## src/rtl/cw_err_inject_pkg.sv

```systemverilog
package cw_err_inject_pkg;
  localparam int unsigned DATA_W = 32;
  localparam int unsigned CHK_W  = 7;
  localparam int unsigned CW_W   = DATA_W + CHK_W;
  localparam int unsigned POS_W  = $clog2(CW_W);

  typedef logic [CW_W-1:0]  cw_t;
  typedef logic [POS_W-1:0] pos_t;

  typedef enum logic {
    MODE_SINGLE = 1'b0,
    MODE_DUAL   = 1'b1
  } inj_mode_e;
endpackage

```

## src/rtl/cw_pos_decode.sv

```systemverilog
module cw_pos_decode #(
  parameter int unsigned WIDTH = 39,
  parameter int unsigned POS_W = $clog2(WIDTH)
) (
  input  logic [POS_W-1:0] pos_i,
  output logic             in_range_o,
  output logic [WIDTH-1:0] onehot_o
);
  localparam logic [POS_W-1:0] LIMIT = POS_W'(WIDTH);

  assign in_range_o = pos_i < LIMIT;

  for (genvar g = 0; g < WIDTH; g++) begin : g_bit
    assign onehot_o[g] = (pos_i == POS_W'(g));
  end
endmodule

```

## src/rtl/cw_req_check.sv

```systemverilog
module cw_req_check #(
  parameter int unsigned POS_W = 6
) (
  input  logic [POS_W-1:0] pos_a_i,
  input  logic [POS_W-1:0] pos_b_i,
  input  logic             a_ok_i,
  input  logic             b_ok_i,
  input  logic             dual_i,
  output logic             en_a_o,
  output logic             en_b_o,
  output logic             bad_o
);
  logic same_pos;
  logic b_fault;

  assign same_pos = (pos_a_i == pos_b_i);
  // second index only matters in dual mode
  assign b_fault  = dual_i & (~b_ok_i | same_pos);
  assign bad_o    = ~a_ok_i | b_fault;
  assign en_a_o   = ~bad_o;
  assign en_b_o   = ~bad_o & dual_i;
endmodule

```

## src/rtl/cw_flip_apply.sv

```systemverilog
module cw_flip_apply #(
  parameter int unsigned DATA_W = 32,
  parameter int unsigned CHK_W  = 7,
  parameter int unsigned CW_W   = DATA_W + CHK_W
) (
  input  logic [CW_W-1:0]   cw_i,
  input  logic [CW_W-1:0]   mask_a_i,
  input  logic [CW_W-1:0]   mask_b_i,
  input  logic              en_a_i,
  input  logic              en_b_i,
  output logic [CW_W-1:0]   cw_o,
  output logic [DATA_W-1:0] data_o,
  output logic [CHK_W-1:0]  chk_o
);
  logic [CW_W-1:0] flip;

  assign flip   = (mask_a_i & {CW_W{en_a_i}}) | (mask_b_i & {CW_W{en_b_i}});
  assign cw_o   = cw_i ^ flip;
  assign data_o = cw_o[DATA_W-1:0];
  assign chk_o  = cw_o[CW_W-1:DATA_W];
endmodule

```

## src/rtl/cw_err_inject.sv

```systemverilog
module cw_err_inject
  import cw_err_inject_pkg::*;
(
  input  logic [CW_W-1:0]   cw_i,
  input  logic [POS_W-1:0]  pos_a_i,
  input  logic [POS_W-1:0]  pos_b_i,
  input  logic              mode_i,
  output logic [CW_W-1:0]   cw_o,
  output logic [DATA_W-1:0] data_o,
  output logic [CHK_W-1:0]  chk_o,
  output logic              bad_req_o
);
  logic            a_ok, b_ok;
  logic [CW_W-1:0] mask_a, mask_b;
  logic            en_a, en_b;
  logic            dual;

  assign dual = (inj_mode_e'(mode_i) == MODE_DUAL);

  cw_pos_decode #(.WIDTH(CW_W), .POS_W(POS_W)) u_dec_a (
    .pos_i      (pos_a_i),
    .in_range_o (a_ok),
    .onehot_o   (mask_a)
  );

  cw_pos_decode #(.WIDTH(CW_W), .POS_W(POS_W)) u_dec_b (
    .pos_i      (pos_b_i),
    .in_range_o (b_ok),
    .onehot_o   (mask_b)
  );

  cw_req_check #(.POS_W(POS_W)) u_req (
    .pos_a_i (pos_a_i),
    .pos_b_i (pos_b_i),
    .a_ok_i  (a_ok),
    .b_ok_i  (b_ok),
    .dual_i  (dual),
    .en_a_o  (en_a),
    .en_b_o  (en_b),
    .bad_o   (bad_req_o)
  );

  cw_flip_apply #(.DATA_W(DATA_W), .CHK_W(CHK_W), .CW_W(CW_W)) u_flip (
    .cw_i     (cw_i),
    .mask_a_i (mask_a),
    .mask_b_i (mask_b),
    .en_a_i   (en_a),
    .en_b_i   (en_b),
    .cw_o     (cw_o),
    .data_o   (data_o),
    .chk_o    (chk_o)
  );
endmodule

```

## config.mk

```make
export PLATFORM = sky130hd
export DESIGN_NAME = cw_err_inject
export DESIGN_NICKNAME = d
export VERILOG_FILES = /design/src/rtl/cw_err_inject_pkg.sv /design/src/rtl/cw_pos_decode.sv /design/src/rtl/cw_req_check.sv /design/src/rtl/cw_flip_apply.sv /design/src/rtl/cw_err_inject.sv
export SDC_FILE = /design/constraint.sdc
export NUM_CORES = 1
export LEC_CHECK = 0
export BUFFER_PORTS_ARGS = -buffer_cell sky130_fd_sc_hd__buf_2
export CORE_MARGIN = 8
export CORE_UTILIZATION = 45
export DETAILED_ROUTE_END_ITERATION = 8
export GPL_TIMING_DRIVEN = 0
export PLACE_DENSITY = 0.94
export SETUP_SLACK_MARGIN = 0.02
export SYNTH_ARGS = -nofsm -noshare
export SYNTH_HDL_FRONTEND = slang
export SYNTH_HIERARCHICAL = 1
export SYNTH_SLANG_ARGS = --single-unit
```

## constraint.sdc

```tcl
create_clock -name vclk -period 2.7
set_input_delay 0.135 -clock vclk [all_inputs]
set_output_delay 0.135 -clock vclk [all_outputs]
set_load 0.02 [all_outputs]
```

* Yosys cells after proc, flatten, opt, wreduce, memory -nomap -nowiden *
Index checks and enable logic that the tools add are counted.

storage, ports and cells
  output and inout port bits = 79
  register bits = 0
  bits of input ports = 52
  word-level logic and storage cells = 92

operators by class
  magnitude comparators = 2
  reductions and logical operators = 2
  equality and inequality tests = 77
  bitwise gates (word level) = 11

operator list
  operator            count
  $eq 6x5->1 const B  32
  $eq 6x4->1 const B  16
  $eq 6x6->1 const B  14
  $and 39x39->39      2
  $eq 6x3->1 const B  8
  $or 39x39->39       1
  $xor 39x39->39      1
  $eq 6x2->1 const B  4
  $eq 6x1->1 const B  2
  $logic_not 6->1     2
  $lt 6x6->1 const B  2
  $eq 6x6->1          1
  $not 1->1           3
  $and 1x1->1         2
  $or 1x1->1          2

* Depth between registers and ports, before layout *
Gate-level depths: netlist of run 1.

  depth after elaboration = 10
  gate-level depth with buffers = 10
  depth with buffers taken out = 6

* Cells and area by module *
Netlist of run 1, hierarchy kept.

by module, submodules not included
  module         cells an instance  area each (µm²)  sequential area each (µm²)  instances
  cw_flip_apply  125                1092.3           0.0                         1
  cw_pos_decode  62                 349.1            0.0                         2
  cw_req_check   14                 102.6            0.0                         1

* Worst setup path before layout of run 1 *
Ideal clock, no wire load.

  kind = input to output
  start point = in pos_b_i[2]
  end point = out data_o[18]
  buffers on the path = 3
  required time = 2565 ps
  stages on the path = 9
  slack = 476 ps
  arrival time = 2089 ps
  cells stage by stage = buf_2 > a311o_1 > nand2_1 > o21ai_0 > a31oi_1 > buf_2 > a22oi_2 > xnor2_1 > buf_4

on the way
  cells in the longest elaborated chain, start to end = 10
  elaborated cells on any way between the ends = 13
  those cells by class = order compare (1); eq/ne (2); bitwise (10)

ends and longest elaborated chain
  element             line                 source
  from (decl)         cw_err_inject.sv:6   input logic [POS_W-1:0] pos_b_i,
  $lt 6x6->1 (*)      cw_pos_decode.sv:11  assign in_range_o = pos_i < LIMIT;
  net b_ok            cw_err_inject.sv:13  logic a_ok, b_ok;
  $not 1->1 (*)       cw_req_check.sv:18   assign b_fault = dual_i & (~b_ok_i | same_pos);
  $or 1x1->1 (*)      cw_req_check.sv:18
  $and 1x1->1 (*)     cw_req_check.sv:18
  $or 1x1->1 (*)      cw_req_check.sv:19   assign bad_o = ~a_ok_i | b_fault;
  $not 1->1 (*)       cw_req_check.sv:20   assign en_a_o = ~bad_o;
  net en_a            cw_err_inject.sv:15  logic en_a, en_b;
  $and 1x1->1         cw_req_check.sv:21   assign en_b_o = ~bad_o & dual_i;
  $and 39x39->39      cw_flip_apply.sv:17  assign flip = (mask_a_i & {CW_W{en_a_i}}) | (mask_b_i & {CW_W{en_b_i}});
  $or 39x39->39 (*)   cw_flip_apply.sv:17
  $xor 39x39->39 (*)  cw_flip_apply.sv:18  assign cw_o = cw_i ^ flip;
  to (decl)           cw_err_inject.sv:9   output logic [DATA_W-1:0] data_o,

Mark *: on every way through the listed nets, which the timed path passes. The rest lies on a longest branch.

* Worst setup path in the final report of run 1 *
  start point = in pos_b_i[2]
  end point = out data_o[24]

Same word-level chain as after synthesis.

==> results of run 1 <==
-- through the flow --
step	total power, mW	hold slack [ns]	cell area (µm²)	cells
floorplan	0.305	0.425	1890	263
global placement	0.451	0.579	2610	444
detailed placement	0.460	0.584	2610	444
CTS	0.461	0.584	2610	444
global route	0.492	0.592	2610	444
finish	0.458	0.581	2610	444
-- final cells by class --
class	count	area (µm²)	share of cell area [%]
plain buffers	61	445	17.1
repair buffers	131	656	25.1
inverters	1	3.75	0.144
multi-input cells	201	1440	55.3
well taps	50	62.6	2.40
-- Yosys cell counts --
library cell	instances
a21oi_1	1
a22oi_1	19
a22oi_2	20
a311o_1	2
a31o_1	1
a31oi_1	1
buf_2	8
buf_4	39
buf_6	8
clkbuf_1	6
inv_1	1
nand2_1	4
nand2b_1	4
nand3_1	1
nand4b_1	2
nand4bb_1	8
nor2_1	77
nor2_2	2
nor4_2	1
o21ai_0	1
or2_1	2
or4_4	2
or4b_4	8
xnor2_1	39
xor2_1	6
-- report_power, final --
group	leakage, nW	internal, mW	switching, mW	total [mW]
Sequential	0	0	0	0
Combinational	1.14	0.190	0.269	0.458
Clock	0	0	0	0
-- kinds of logic (layout without fill, tap and decap cells) --
family | Yosys count | in the layout
buf+inv | 62 | 193
simple gates | 111 | 111
compound gates | 45 | 45
xor+xnor | 45 | 45
-- how the worst min path moves through the flow --
stage	from	endpoint	cells after the start
2_1_floorplan	cw_i[32]	chk_o[0]	1
3_3_place_gp	cw_i[4]	cw_o[4]	3
3_5_place_dp	cw_i[17]	cw_o[17]	3
4_1_cts	cw_i[17]	cw_o[17]	3
5_1_grt	cw_i[26]	cw_o[26]	3
6_report	cw_i[17]	cw_o[17]	3
-- worst max-delay path, stage by stage --
cell and delay [ns]:
buf_2 0.11, buf_2 0.19, a311o_1 0.36, nand2_1 0.08
o21ai_0 0.11, a31oi_1 0.27, buf_2 0.33, a22oi_2 0.14
xnor2_1 0.20, buf_4 0.14, buf_2 0.15
-- per-layer routing --
layer / wire length, µm / part of all wire [%] / vias to the layer above / global-route usage [%]
met5: 0 / 0 / - / 0
met4: 38 / 0.59 / 0 / 2.32
met3: 708 / 11 / 4 / 2.87
met2: 3360 / 52 / 112 / 36.2
met1: 2320 / 36 / 1056 / 21.4
li1: - / - / 1127 / -
-- placed cells by master (no fill, tap or decap) --
cell type,instances
or4b_4,8
xnor2_1,39
nand2_1,4
nand2b_1,4
buf_2,139
inv_1,1
o21ai_0,1
a21oi_1,1
nand4bb_1,8
nor4_2,1
nand4b_1,2
nor2_1,77
a311o_1,2
a31o_1,1
xor2_1,6
buf_4,39
or2_1,2
clkbuf_1,6
a31oi_1,1
nor2_2,2
nand3_1,1
buf_6,8
or4_4,2
a22oi_2,20
a22oi_1,19
==> impl_results.rst, run 1 <==
.. list-table::
   :header-rows: 1

   * - Metric
     - Value
   * - Kind of critical path
     - in -> out
   * - Maximum fanout encountered on the critical timing path
     - 10
   * - Mux contribution to synthesized area
     - 0%
   * - Hold_buf cts
     - 0
   * - Register Area
     - 0 µm²
   * - Yosys cell types
     - 25
   * - Total power divided by cell area
     - 176 nW/µm²
   * - Number of nets at the end of the flow
     - 448
   * - Top Ports
     - 131
   * - # DRC
     - 0
   * - Main combinational cell family by area after synthesis
     - simple AND/OR/NAND/NOR gates
   * - Number of antenna violations at the first check in global routing
     - 0
   * - Port bufs
     - 131
   * - DR pass1 iterations
     - 4
   * - Core Box Area
     - 4030 µm²
   * - Post-layout worst setup margin
     - 0.333 ns
   * - Most area-consuming cells after synthesis
     - xnor2_1 18%, buf_4 15%, nor2_1 15%
   * - Avg Vias per Cell
     - 5.18
   * - First-pass GRT wire length
     - 10500 µm
   * - Hold Violations, Final
     - 0
   * - Number of DRC markers after the initial detailed-route iteration
     - 224
   * - Portion of the post-synthesis area used by sequential elements
     - 0%
   * - Antenna-violating nets left
     - 0
   * - Slew at the pin closest to its max-slew limit
     - 0.599 ns
   * - Fill cell instance count of the final layout
     - 386
   * - Largest net degree at the start of global routing
     - 11
   * - Final weighted congestion in routability-driven placement
     - 0.948
   * - Share of the synthesized area in compound gates (AO/OA/AOI/OAI)
     - 23.1%
   * - Total of max-cap violations
     - 0
   * - Post-place setup slack
     - 0.347 ns
   * - Inserted Diodes
     - 0
   * - Unrepaired setup endpoints after global routing
     - false
   * - HPWL reported at the end of detailed placement
     - 5190 µm
   * - GRT Resource Usage Total
     - 18.7%
   * - Mean routed wirelength per cell
     - 14.5 µm
   * - Min Tclk post-route
     - 2.37 ns
   * - Arrival time at the worst endpoint
     - 2.23 ns
   * - Max VDD drop
     - 0.104 mV
   * - Setup tns final
     - 0 ns
   * - Area fraction in and, or, nand and nor cells after synthesis
     - 32.3%
   * - Starting density of the core
     - 47.0%
   * - Result of the run
     - complete, no violations
   * - Post-synthesis share of cell area spent on xor and xnor gates
     - 20.8%
   * - Area Growth Syn to Fin
     - 37.9%
   * - Max-slew headroom at the worst pin
     - 60.1%
   * - Final routed wirelength across all metal layers
     - 6430 µm
   * - Total count of max-transition violations in the final report
     - 0
   * - Fraction of the mapped netlist area in adder cells
     - 0%
   * - Leakage
     - 1.14 nW
   * - Routed vias
     - 2299
   * - Row cnt
     - 23
   * - Die Outline Area
     - 6540 µm²
   * - Fraction of final layout cells with drive strength greater than 1
     - 55.6%
   * - Count of clock-net buffers in the final layout
     - 0
   * - Yosys top cell area share
     - 18.0%
   * - Congestion Overflow GR
     - 0
   * - Kind of capture point of the worst setup path
     - primary output
   * - Number of flip-flops and latches
     - 0
   * - Setup repair bufs after CTS
     - 0
   * - Via count of the first global-routing pass
     - 2360
   * - Syn Nets
     - 315
   * - Required time of the critical path
     - 2.57 ns
   * - Timing endpoint of the critical path
     - data_o[24]
   * - Number of cells produced by synthesis
     - 263
   * - Critical Path Source Type
     - primary input
   * - Vert. Die Dim
     - 80.9 µm
   * - Horizontal die dimension
     - 80.9 µm
   * - Number of warnings issued by yosys
     - 6
   * - Worst setup path start
     - pos_b_i[2]
   * - Setup violation total in the final timing report
     - 0
   * - Quantity of gates resized following cts
     - 0
   * - Final worst-path cycle share
     - 87.7%
   * - Achievable clock frequency
     - 0.422 GHz
   * - Worst min-delay path category
     - in -> out
   * - Share of the core filled with cells in the final layout
     - 64.8%
   * - Largest area contributor in the netlist
     - xnor2_1
   * - Syn Std Cell Area
     - 1890 µm²
   * - Post-synthesis average cell area
     - 7.20 µm²
No activity file was read; power rests on OpenSTA's default activity.
==> run 2, diff against run 1 <==
--- a/config.mk
+++ b/config.mk
@@ -6,11 +6,13 @@
 export NUM_CORES = 1
 export LEC_CHECK = 0
 export BUFFER_PORTS_ARGS = -buffer_cell sky130_fd_sc_hd__buf_2
+export CELL_PAD_IN_SITES_DETAIL_PLACEMENT = 0
+export CELL_PAD_IN_SITES_GLOBAL_PLACEMENT = 1
 export CORE_MARGIN = 8
-export CORE_UTILIZATION = 45
+export CORE_UTILIZATION = 31
 export DETAILED_ROUTE_END_ITERATION = 8
 export GPL_TIMING_DRIVEN = 0
-export PLACE_DENSITY = 0.94
+export PLACE_DENSITY = 0.95
 export SETUP_SLACK_MARGIN = 0.02
 export SYNTH_ARGS = -nofsm -noshare
 export SYNTH_HDL_FRONTEND = slang
==> impl_results.rst, run 2 (same netlist as run 1, synthesis figures left out) <==
.. list-table::
   :header-rows: 1

   * - Metric
     - Value
   * - Setup violation total in the final timing report
     - 0 (unchanged)
   * - Die Outline Area
     - 8860 µm² (+36%)
   * - # DRC
     - 0 (unchanged)
   * - Min Tclk post-route
     - 2.36 ns (-0.00753 ns)
   * - Switch Pwr
     - 0.268 mW (-0.20%)
   * - Number of nets at the end of the flow
     - 448 (unchanged)
   * - Leakage
     - 1.14 nW (unchanged)
   * - Unrepaired setup endpoints after global routing
     - false
   * - Number of flip-flops and latches
     - 0 (unchanged)
   * - Congestion Overflow GR
     - 0 (unchanged)
   * - Routed vias
     - 2245 (-2.3%)
   * - Area post-placement
     - 2640 µm² (+1.2%)
   * - Result of the run
     - complete, no violations
   * - Port bufs
     - 131 (unchanged)
   * - Internal power
     - 0.190 mW (about the same)
   * - Hold_buf cts
     - 0 (unchanged)
   * - Arrival time at the worst endpoint
     - 2.22 ns (about the same)
   * - Core Box Area
     - 5920 µm² (+47%)
   * - Max-slew headroom at the worst pin
     - 57.6% (-2.4 points)
   * - Final routed wirelength across all metal layers
     - 6530 µm (+1.6%)
   * - Quantity of gates resized following cts
     - 0 (unchanged)
   * - Cell repeated most along the worst path
     - buf_2
   * - Largest net degree at the start of global routing
     - 11 (unchanged)
   * - Share of the core filled with cells in the final layout
     - 44.6% (-20 points)
   * - Sequential share of power
     - 0% (unchanged)
   * - Number of antenna violations at the first check in global routing
     - 0 (unchanged)
   * - Setup tns final
     - 0 ns (unchanged)
   * - Peak per-stage delay on the critical path
     - 0.37 ns (about the same)
   * - Slew at the pin closest to its max-slew limit
     - 0.636 ns (+0.0365 ns)
   * - Share of total power in the clock network
     - 0% (unchanged)
   * - Cells along the critical path
     - buf_2 > buf_2 > a311o_1 > nand2_1 > o21ai_0 > a31oi_1 > buf_2 > a22oi_2 > xnor2_1 > buf_4 > buf_2
   * - Horizontal die dimension
     - 94.1 µm (+16%)
   * - Fraction of power spent switching nets
     - 58.6% (about the same)
   * - Total of max-cap violations
     - 0 (unchanged)
   * - Total power divided by cell area
     - 173 nW/µm² (-1.3%)
   * - Mean routed wirelength per cell
     - 13.9 µm (-3.8%)
   * - Fraction of final layout cells with drive strength greater than 1
     - 55.6% (unchanged)
   * - Number of DRC markers after the initial detailed-route iteration
     - 192 (-14%)
   * - Fill cell instance count of the final layout
     - 632 (+64%)
   * - Worst setup path start
     - pos_b_i[2]
   * - Max VDD drop
     - 0.0709 mV (-32%)
   * - Critical Path Source Type
     - primary input
   * - Kind of critical path
     - in -> out
   * - Antenna-violating nets left
     - 0 (unchanged)
   * - DR pass1 iterations
     - 4 (unchanged)
   * - Register Area
     - 0 µm² (unchanged)
   * - Standard cell with the maximum stage delay on the critical path
     - a311o_1
   * - Achievable clock frequency
     - 0.424 GHz (+0.32%)
   * - Area Growth Syn to Fin
     - 39.6%
   * - Avg Vias per Cell
     - 4.79 (-7.6%)
   * - Worst min-delay path category
     - in -> out
   * - Count of clock-net buffers in the final layout
     - 0 (unchanged)
   * - Kind of capture point of the worst setup path
     - primary output
   * - Final weighted congestion in routability-driven placement
     - 0.870 (-8.2%)
   * - Maximum fanout encountered on the critical timing path
     - 10 (unchanged)
   * - Required time of the critical path
     - 2.57 ns (about the same)
   * - Inserted Diodes
     - 0 (unchanged)
   * - Vert. Die Dim
     - 94.1 µm (+16%)
   * - First-pass GRT wire length
     - 10400 µm (-1.3%)
   * - Starting density of the core
     - 32.0% (-15 points)
   * - Total count of max-transition violations in the final report
     - 0 (unchanged)
   * - Row cnt
     - 28 (+22%)
   * - Leading cell type in the layout, fill and taps excluded
     - buf_2
   * - Final standard cell area without fillers
     - 2640 µm² (+1.2%)
   * - Hold Crit Start
     - cw_i[33]
   * - Setup repair bufs after CTS
     - 0 (unchanged)
   * - Leading cell types in the layout, fill and taps excluded
     - 139 x buf_2, 77 x nor2_1, 39 x xnor2_1, 39 x buf_4, 20 x a22oi_2
   * - Area occupied by multi-input gates
     - 1440 µm² (unchanged)
   * - Hold Violations, Final
     - 0 (unchanged)
   * - Combinational power share
     - 100.0% (about the same)
   * - Final worst-path cycle share
     - 87.4% (-0.28 points)
   * - HPWL reported at the end of detailed placement
     - 5330 µm (+2.6%)
   * - GRT Resource Usage Total
     - 13.8% (-4.9 points)
   * - Via count of the first global-routing pass
     - 2223 (-5.8%)
   * - Top Ports
     - 131 (unchanged)
[run 2: cell counts in the layout (fill, tap and decap cells not counted)]
Identical to the previous run, type by type.
[run 2: final cells by class]
type | instances | share of cell area (%)
Multi-Input combinational cell | 201 | 54.6
Timing Repair Buffer | 131 | 24.8
Buffer | 61 | 16.9
Tap cell | 75 | 3.55
Inverter | 1 | 0.142
[run 2: per-layer routing]
layer | track usage, % | part of all wire, % | up-vias
met5 | 0 | 0 | -
met4 | 0.793 | 0.23 | 0
met3 | 2.48 | 9.2 | 2
met2 | 25.6 | 51 | 92
met1 | 16.6 | 40 | 1023
li1 | - | - | 1128
[run 2: power by group through the flow]
stage                     clock, mW  combinational [mW]  sequential (mW)
after global routing              0               0.492                0
after floorplan                   0               0.305                0
after CTS                         0               0.462                0
final                             0               0.458                0
after detailed placement          0               0.461                0
after global placement            0               0.453                0
[run 2: worst paths after layout]
| check | to | cells after the start | slack [ns] |
|---|---|---|---|
| worst min-delay path | chk_o[1] | 3 | 0.58 |
| worst max-delay path | data_o[23] | 11 | 0.34 |
[run 2: worst max-delay path: cells and delay by family]
| family | cells | cell delay (ns) |
|---|---|---|
| simple gates | 1 | 0.08 |
| compound gates | 4 | 0.89 |
| buf+inv | 5 | 0.92 |
| xor+xnor | 1 | 0.20 |
[run 2: through the flow]
| step | hold WS [ns] | std cells | setup slack, ns | total power [mW] |
|---|---|---|---|---|
| final | 0.580 | 469 | 0.340 | 0.458 |
| after global routing | 0.589 | 469 | 0.103 | 0.492 |
| after CTS | 0.584 | 469 | 0.305 | 0.462 |
| after detailed placement | 0.584 | 469 | 0.309 | 0.461 |
| after global placement | 0.580 | 469 | 0.351 | 0.453 |
| after floorplan | 0.425 | 263 | 0.476 | 0.305 |
==> run 3, diff against run 2 <==
--- a/config.mk
+++ b/config.mk
@@ -9,12 +9,12 @@
 export CELL_PAD_IN_SITES_DETAIL_PLACEMENT = 0
 export CELL_PAD_IN_SITES_GLOBAL_PLACEMENT = 1
 export CORE_MARGIN = 8
-export CORE_UTILIZATION = 31
+export CORE_UTILIZATION = 28
 export DETAILED_ROUTE_END_ITERATION = 8
 export GPL_TIMING_DRIVEN = 0
+export MAX_ROUTING_LAYER = met4
 export PLACE_DENSITY = 0.95
 export SETUP_SLACK_MARGIN = 0.02
 export SYNTH_ARGS = -nofsm -noshare
 export SYNTH_HDL_FRONTEND = slang
-export SYNTH_HIERARCHICAL = 1
 export SYNTH_SLANG_ARGS = --single-unit
==> impl_results.rst, run 3 <==
.. list-table::
   :header-rows: 1

   * - Metric
     - Value
   * - Worst path bufs/invs
     - 4 (-1)
   * - Max VDD drop
     - 0.0602 mV (-15%)
   * - Core Box Area
     - 5440 µm² (-8.1%)
   * - Congestion Overflow GR
     - 0 (unchanged)
   * - Final weighted congestion in routability-driven placement
     - 0.890 (+2.3%)
   * - Antenna-violating nets left
     - 0 (unchanged)
   * - Setup tns final
     - 0 ns (unchanged)
   * - Top Ports
     - 131 (unchanged)
   * - Row cnt
     - 27 (-3.6%)
   * - HPWL reported at the end of detailed placement
     - 5200 µm (-2.3%)
   * - Kind of capture point of the worst setup path
     - primary output
   * - Port bufs
     - 125 (-4.6%)
   * - Fill cell instance count of the final layout
     - 574 (-9.2%)
   * - Syn Std Cell Area
     - 1550 µm² (-18%)
   * - Achievable clock frequency
     - 0.438 GHz (+3.4%)
   * - Cells along the critical path
     - buf_2 > xnor2_1 > nand4_1 > buf_2 > o211ai_1 > o22ai_1 > xor2_1 > buf_4 > buf_2
   * - Standard cell with the maximum stage delay on the critical path
     - o211ai_1
   * - Count leader, synth
     - buf_4
   * - Number of cells produced by synthesis
     - 212 (-19%)
   * - Starting density of the core
     - 28.5% (-3.4 points)
   * - # DRC
     - 0 (unchanged)
   * - Hold EP
     - cw_o[11]
   * - Hold_buf cts
     - 0 (unchanged)
   * - Combinational power share
     - 100.0% (about the same)
   * - Number of flip-flops and latches
     - 0 (unchanged)
   * - Kind of critical path
     - in -> out
   * - Final worst-path cycle share
     - 84.5% (-2.9 points)
   * - Leading cell types in the layout, fill and taps excluded
     - 133 x buf_2, 41 x buf_4, 39 x xor2_1
   * - Largest net degree at the start of global routing
     - 11 (unchanged)
   * - Post-place setup slack
     - 0.387 ns (+0.0781 ns)
   * - Share of total power in the clock network
     - 0% (unchanged)
   * - Kind of cell adding the most delay to the critical path
     - compound AO/OA/AOI/OAI gates
   * - Count of clock-net buffers in the final layout
     - 0 (unchanged)
   * - Routed vias
     - 2003 (-11%)
   * - Yosys cell types
     - 28 (+12%)
   * - Internal power
     - 0.170 mW (-10%)
   * - Syn Nets
     - 264 (-16%)
   * - Synth top cells by count
     - 41 x buf_4, 39 x xor2_1, 24 x o22ai_1
   * - Avg Vias per Cell
     - 4.90 (+2.3%)
   * - Post-layout worst setup margin
     - 0.418 ns (+0.0773 ns)
   * - Total power divided by cell area
     - 187 nW/µm² (+7.8%)
   * - Inserted Diodes
     - 0 (unchanged)
   * - Die Outline Area
     - 8180 µm² (-7.7%)
   * - Largest area contributor in the netlist
     - xor2_1
   * - GRT Resource Usage Total
     - 13.6% (-0.21 points)
   * - Register Area
     - 0 µm² (unchanged)
   * - Via count of the first global-routing pass
     - 1988 (-11%)
   * - Peak per-stage delay on the critical path
     - 0.59 ns (+0.22 ns)
   * - Most area-consuming cells after synthesis
     - xor2_1 22%, buf_4 20%, o22ai_1 9.7%
   * - Fin cells
     - 409 (-13%)
   * - Worst min-delay path category
     - in -> out
   * - Quantity of gates resized following cts
     - 0 (unchanged)
   * - DR pass1 iterations
     - 4 (unchanged)
   * - Portion of the post-synthesis area used by sequential elements
     - 0% (unchanged)
   * - Worst hold slack across all endpoints
     - 0.573 ns (-0.00746 ns)
   * - Fraction of power spent switching nets
     - 59.8% (+1.2 points)
   * - Min Tclk post-route
     - 2.28 ns (-0.0773 ns)
   * - Post-synthesis average cell area
     - 7.32 µm² (+1.8%)
   * - Total count of max-transition violations in the final report
     - 0 (unchanged)
   * - Leakage
     - 1.10 nW (-3.6%)
   * - Leading cell type in the layout, fill and taps excluded
     - buf_2
   * - Yosys top cell area share
     - 22.0% (+4.0 points)
   * - Required time of the critical path
     - 2.57 ns (about the same)
   * - Slew at the pin closest to its max-slew limit
     - 0.685 ns (+0.0492 ns)
   * - Design Power
     - 0.424 mW (-7.5%)
   * - Number of warnings issued by yosys
     - 0 (-6)
   * - Area Growth Syn to Fin
     - 46.1%
   * - Total of max-cap violations
     - 0 (unchanged)
   * - Cell Count Post-Placement
     - 409 (-13%)
   * - Switch Pwr
     - 0.253 mW (-5.6%)
   * - Mean routed wirelength per cell
     - 14.6 µm (+4.9%)
   * - Area post-placement
     - 2270 µm² (-14%)
   * - Number of nets at the end of the flow
     - 391 (-13%)
   * - Hold Violations, Final
     - 0 (unchanged)
   * - Setup repair bufs after CTS
     - 0 (unchanged)
   * - Fraction of final layout cells with drive strength greater than 1
     - 55.2% (-0.39 points)
   * - Hold Crit Start
     - cw_i[11]
   * - Final standard cell area without fillers
     - 2270 µm² (-14%)
   * - Critical Path Source Type
     - primary input
   * - Area occupied by multi-input gates
     - 1190 µm² (-18%)
   * - Unrepaired setup endpoints after global routing
     - false
   * - Share of the core filled with cells in the final layout
     - 41.7% (-2.9 points)
   * - Hold Path Cell Cnt
     - 3 (unchanged)
   * - First-pass GRT wire length
     - 9530 µm (-8.2%)
   * - Result of the run
     - complete, no violations
   * - Setup violation total in the final timing report
     - 0 (unchanged)
   * - Vert. Die Dim
     - 90.5 µm (-3.9%)
   * - Final routed wirelength across all metal layers
     - 5970 µm (-8.5%)
   * - Arrival time at the worst endpoint
     - 2.15 ns (-0.07 ns)
   * - Horizontal die dimension
     - 90.5 µm (-3.9%)
   * - Cell repeated most along the worst path
     - buf_2
   * - Sequential share of power
     - 0% (unchanged)
   * - Maximum fanout encountered on the critical timing path
     - 10 (unchanged)
   * - Number of DRC markers after the initial detailed-route iteration
     - 130 (-32%)
   * - Number of antenna violations at the first check in global routing
     - 0 (unchanged)
   * - Max-slew headroom at the worst pin
     - 54.1% (-3.5 points)
## run 3: cell count changes after synthesis, sizes merged, moves of 8 or more
cell	previous run	this run
a22oi	39	0
nand2	4	15
nand3	1	12
nand4bb	8	0
nor2	79	8
nor2b	0	10
o22ai	0	24
o32ai	0	15
or4b	8	0
xnor2	39	6
xor2	6	39
## run 3: metal layers
layer	track usage, %	wire (µm)	vias up
li1	-	-	990
met1	16.3	2630	909
met2	23.2	2880	98
met3	2.74	393	6
met4	2.08	71	0
met5	-	0	-
## run 3: logic make-up (layout without fill, tap and decap cells)
kind of cell           count (synthesis)  in the layout  share of synthesized area [%]
AO/OA/AOI/OAI                         56             56                           31.6
AND/OR/NAND/NOR                       57             57                           19.4
XOR/XNOR                              45             45                           25.4
buffers and inverters                 54            179                           23.6
## run 3: tightest hold or removal path, cell delays in order
cell	delay [ns]
buf_2	0.08
xor2_1	0.06
buf_2	0.15
## run 3: how the worst max path moves through the flow
stage | endpoint | cells past startpoint | start
2_1_floorplan | data_o[16] | 8 | pos_a_i[2]
3_3_place_gp | data_o[17] | 9 | pos_b_i[3]
3_5_place_dp | data_o[17] | 9 | pos_b_i[5]
4_1_cts | data_o[17] | 9 | pos_b_i[5]
5_1_grt | data_o[17] | 9 | pos_b_i[5]
6_report | data_o[17] | 9 | pos_b_i[5]
## run 3: final cells by class
| cell class | count | share of cell area, % |
|---|---|---|
| multi-input cells | 158 | 52.3 |
| repair buffers | 125 | 27.6 |
| plain buffers | 54 | 16.2 |
| well taps | 72 | 3.97 |
## run 3: power groups by stage
stage	clock, mW	sequential [mW]	combinational, mW
after CTS	0	0	0.426
after floorplan	0	0	0.282
after global routing	0	0	0.455
after global placement	0	0	0.421
final	0	0	0.424
after detailed placement	0	0	0.426
